### config.mk
export PLATFORM = sky130hd
export DESIGN_NAME = flash_slot_responder
export DESIGN_NICKNAME = d
export VERILOG_FILES = /design/src/rtl/flash_slot_responder.sv
export SDC_FILE = /design/constraint.sdc
export NUM_CORES = 1
export LEC_CHECK = 0
export BUFFER_PORTS_ARGS = -buffer_cell sky130_fd_sc_hd__buf_2
export CORE_AREA = 3 3 40 42
export DETAILED_ROUTE_END_ITERATION = 16
export DIE_AREA = 0 0 43 45
export SLEW_MARGIN = 20
export SYNTH_ARGS = -nofsm -noshare
export SYNTH_HDL_FRONTEND = slang
export SYNTH_SLANG_ARGS = --single-unit
### constraint.sdc
create_clock -name clk -period 2.6 [get_ports clk]
set_input_delay 0.13 -clock clk [delete_from_list [all_inputs] [get_ports clk]]
set_output_delay 0.13 -clock clk [all_outputs]
set_load 0.01 [all_outputs]
### src/rtl/flash_slot_responder.sv
module flash_slot_responder #(
  parameter int WIN_BITS    = 4,
  parameter logic [WIN_BITS-1:0] WIN_BASE = 4'hE,
  parameter int WAIT_STATES = 2
) (
  input  logic                clk,
  input  logic                rst_n,
  input  logic                as_n,
  input  logic                rw,
  input  logic [WIN_BITS-1:0] addr_hi,
  input  logic                a22,
  input  logic [1:0]          bank_mode,
  output logic                oe_n,
  output logic                we_n,
  output logic                dsack1_n,
  output logic                dsack0_n,
  output logic                flash_top
);
  localparam int CW = 3;
  localparam logic [CW-1:0] WAIT_LIM = CW'(WAIT_STATES);

  logic          busy, is_rd, ack;
  logic [CW-1:0] cnt;
  wire           hit = (addr_hi == WIN_BASE);

  always_ff @(posedge clk or negedge rst_n) begin
    if (!rst_n) begin
      busy  <= 1'b0;
      is_rd <= 1'b1;
      ack   <= 1'b0;
      cnt   <= '0;
    end else if (!busy) begin
      if (!as_n && hit) begin
        busy  <= 1'b1;
        is_rd <= rw;
        cnt   <= '0;
        ack   <= (WAIT_LIM == '0);
      end
    end else if (as_n) begin
      busy <= 1'b0;
      ack  <= 1'b0;
    end else if (!ack) begin
      cnt <= cnt + 1'b1;
      ack <= ((cnt + 1'b1) == WAIT_LIM);
    end
  end

  assign oe_n     = ~(busy & is_rd);
  assign we_n     = ~(busy & ~is_rd);
  assign dsack1_n = ~ack;
  assign dsack0_n = ~ack;
  assign flash_top = bank_mode[1] ? (bank_mode[0] | ~a22) : (bank_mode[0] & a22);
endmodule


==> out/metrics.cfg <==
[status]
status=finished, final reports clean

[timing]
hold_violations=0
period_share_pct=54.3
tns_ns=0
relSlewSlack_pct=78.0
setup_violations=0
skew_ns=0.00343
worst_pin_slew_ns=0.330
max_freq_mhz=708
rsz0062_at_grt=false
drv_slew=0
fin_crit_ns=1.41

[clocking]
ctsHtreeMaxLevel=1
cts-root-buf=clkbuf_4
cts_sinks=6
clock_latency_ns=0.25
cts_buffers=3
clockBufferDepth=2
cts_hold_buf=1
ctsResizeCount=0
cts.reportedPaths.clkPinSlew_ns=0.05
postCtsSetupRepairBufs=0
cts_tree=done

[power]
powerDensity_nw_per_um2=630
ir_drop_v=0.000265
p_leak_nw=0.243

[drt]
antenna_left=0
routed-via-count=312
routed_via_density=4.59
wl_per_cell_um=12.6
finalWirelength_um=854
dr.pass1.iters=4
drc=0
dr.first_iter.drc_count=11

[setup_path]
critPathKind=register to register
cp_max_fo=5
crit_required_ns=2.75
startpoint_type=register
crit_chain=ha_1 -> nor2b_1 -> mux2_4 -> a22o_1
end_kind=register
arrival_ns=1.56
crit_path_max_incr_delay_ns=0.41
critPathSlowestCell=dfrtp_1

[yosys]
ys_ff_latch=6
synth_largest_type_area_fraction_pct=33.3
synth_area_leaders=dfrtp_1 (33%), mux2_4 (8.0%), dfstp_2 (7.0%)
ys.flop_type=dfrtp_1
ys_seq_area_share_pct=40.3
ys_types=22
yosys.cell_count.top_type=dfrtp_1
synth_edf_count=0
synthArstFlopShare_pct=100
yosysTopAreaCell=dfrtp_1
syn_area_sq_um=375
netlist_top_cells_count=dfrtp_1 (5), a22o_1 (3), inv_1 (3)
yosysWarnings=0
syn_avg_cell_area_sq_um=10.7
synth.net_count=48
synth_cells=35

[global_route]
grt_pass1_wl_um=1340
grt_pass1_vias=284
grt_usage_pct=10.7
antenna_found_initial=0
grt-ovfl-total=0
grt_max_degree=10

[floorplanning]
std_cell_rows=13
boundaryPins=16
die_area_sq_um=1940
die_w_um=43
design.core.area_sq_um=1280
die_h_um=45
start_util_pct=29.2

[placed_design]
io_buffers=15
place_congestion=0.661
hpwl_um=643
placed_area_sq_um=457

[finish]
syn_to_final_growth_pct=31.3
fin_util_pct=38.4
multi_input_area_sq_um=200
drive_above_1_share_pct=43.4
fin_nets=67
fill_cells=134
stdcell_area_sq_um=493
register_area_sq_um=151
n_antenna_cell=0

[worst_hold_path]
hp-class=input port to register

[run]
cap_violations=0

-- state kept, by name, indices dropped and copies added (netlist names) --
signal and count:
busy 1, is_rd 1, cnt 3, ack 1
-- power by group --
group	switching, mW	internal (mW)	leakage [nW]	total [mW]
clock network	0.0422	0.0587	0.0150	0.101
logic	0.0311	0.0469	0.149	0.0780
registers	0.0189	0.113	0.0783	0.132
total	0.0922	0.218	0.243	0.311
-- cells in the final DEF (no fill, tap or decap), drive strengths merged --
master | netlist | layout
clkbuf | 0 | 4
nor3 | 2 | 2
nand2b | 1 | 1
xnor2 | 1 | 1
nor2 | 1 | 1
ha | 2 | 2
o21bai | 1 | 1
inv | 3 | 3
nand2 | 2 | 2
dfstp | 1 | 1
dfrtp | 5 | 5
and4b | 1 | 1
a22o | 3 | 3
mux2 | 3 | 3
a21o | 1 | 1
a21oi | 1 | 1
o21ai | 2 | 2
or3 | 1 | 1
nor2b | 1 | 1
nor3b | 1 | 1
dlygate4sd3 | 0 | 1
buf | 2 | 15
-- routing by layer --
metal / global-route usage [%] / routed length, um / part of all wire (%)
met5: 0 / 0 / 0
met4: 7.23 / 17 / 2.0
met3: 7.17 / 82 / 9.6
met2: 15.6 / 421 / 49
met1: 11.2 / 334 / 39
-- critical path, delay by kind of cell (launching register included) --
kind            cells  cell delay (ns)
mux                 1             0.32
simple gates        1             0.20
compound gates      1             0.17
fa+ha+maj           1             0.20
flops               1             0.41
-- area by class of cell --
| cell class | instances | share of cell area, % |
|---|---|---|
| clock buffers | 4 | 5.33 |
| well taps | 15 | 3.81 |
| inverters | 3 | 2.28 |
| flip-flops and latches | 6 | 30.7 |
| repair buffers | 16 | 17.3 |
| multi-input cells | 24 | 40.6 |
-- stage by stage --
| step | power (mW) | std cells | setup WS, ns | hold WS [ns] |
|---|---|---|---|---|
| after floorplan | 0.185 | 35 | 1.27 | -0.166 |
| final | 0.311 | 68 | 1.19 | 0.111 |
| after global placement | 0.206 | 63 | 1.26 | -0.0415 |
| after CTS | 0.314 | 68 | 1.18 | 0.113 |
| after global routing | 0.334 | 68 | 1.10 | 0.114 |
| after detailed placement | 0.211 | 63 | 1.18 | -0.0324 |
-- kinds of logic (layout without fill, tap and decap cells) --
| kind of cell | Yosys count | in the layout | share of synthesized area, % |
|---|---|---|---|
| adder cells (fa/ha/maj) | 2 | 2 | 6.67 |
| buffers and inverters | 5 | 23 | 6.33 |
| AND/OR/NAND/NOR | 10 | 10 | 18.3 |
| multiplexers | 3 | 3 | 11.0 |
| XOR/XNOR | 1 | 1 | 2.33 |
| AO/OA/AOI/OAI | 8 | 8 | 15.0 |
| flip-flops | 6 | 6 | 40.3 |
-- worst paths after layout --
kind | to | slack, ns | depth (start not counted) | startpoint
max in group asynchronous | is_rd | 2.14 | 2 | rst_n
setup reg to reg | cnt[2] | 1.19 | 4 | cnt[0]
hold reg to reg | cnt[1] | 0.58 | 1 | cnt[1]
min in group asynchronous | cnt[2] | 0.23 | 2 | rst_n
hold / removal | is_rd | 0.11 | 2 | rw
setup / recovery | cnt[2] | 1.19 | 4 | cnt[0]
Power figures use the tool's default switching activity.
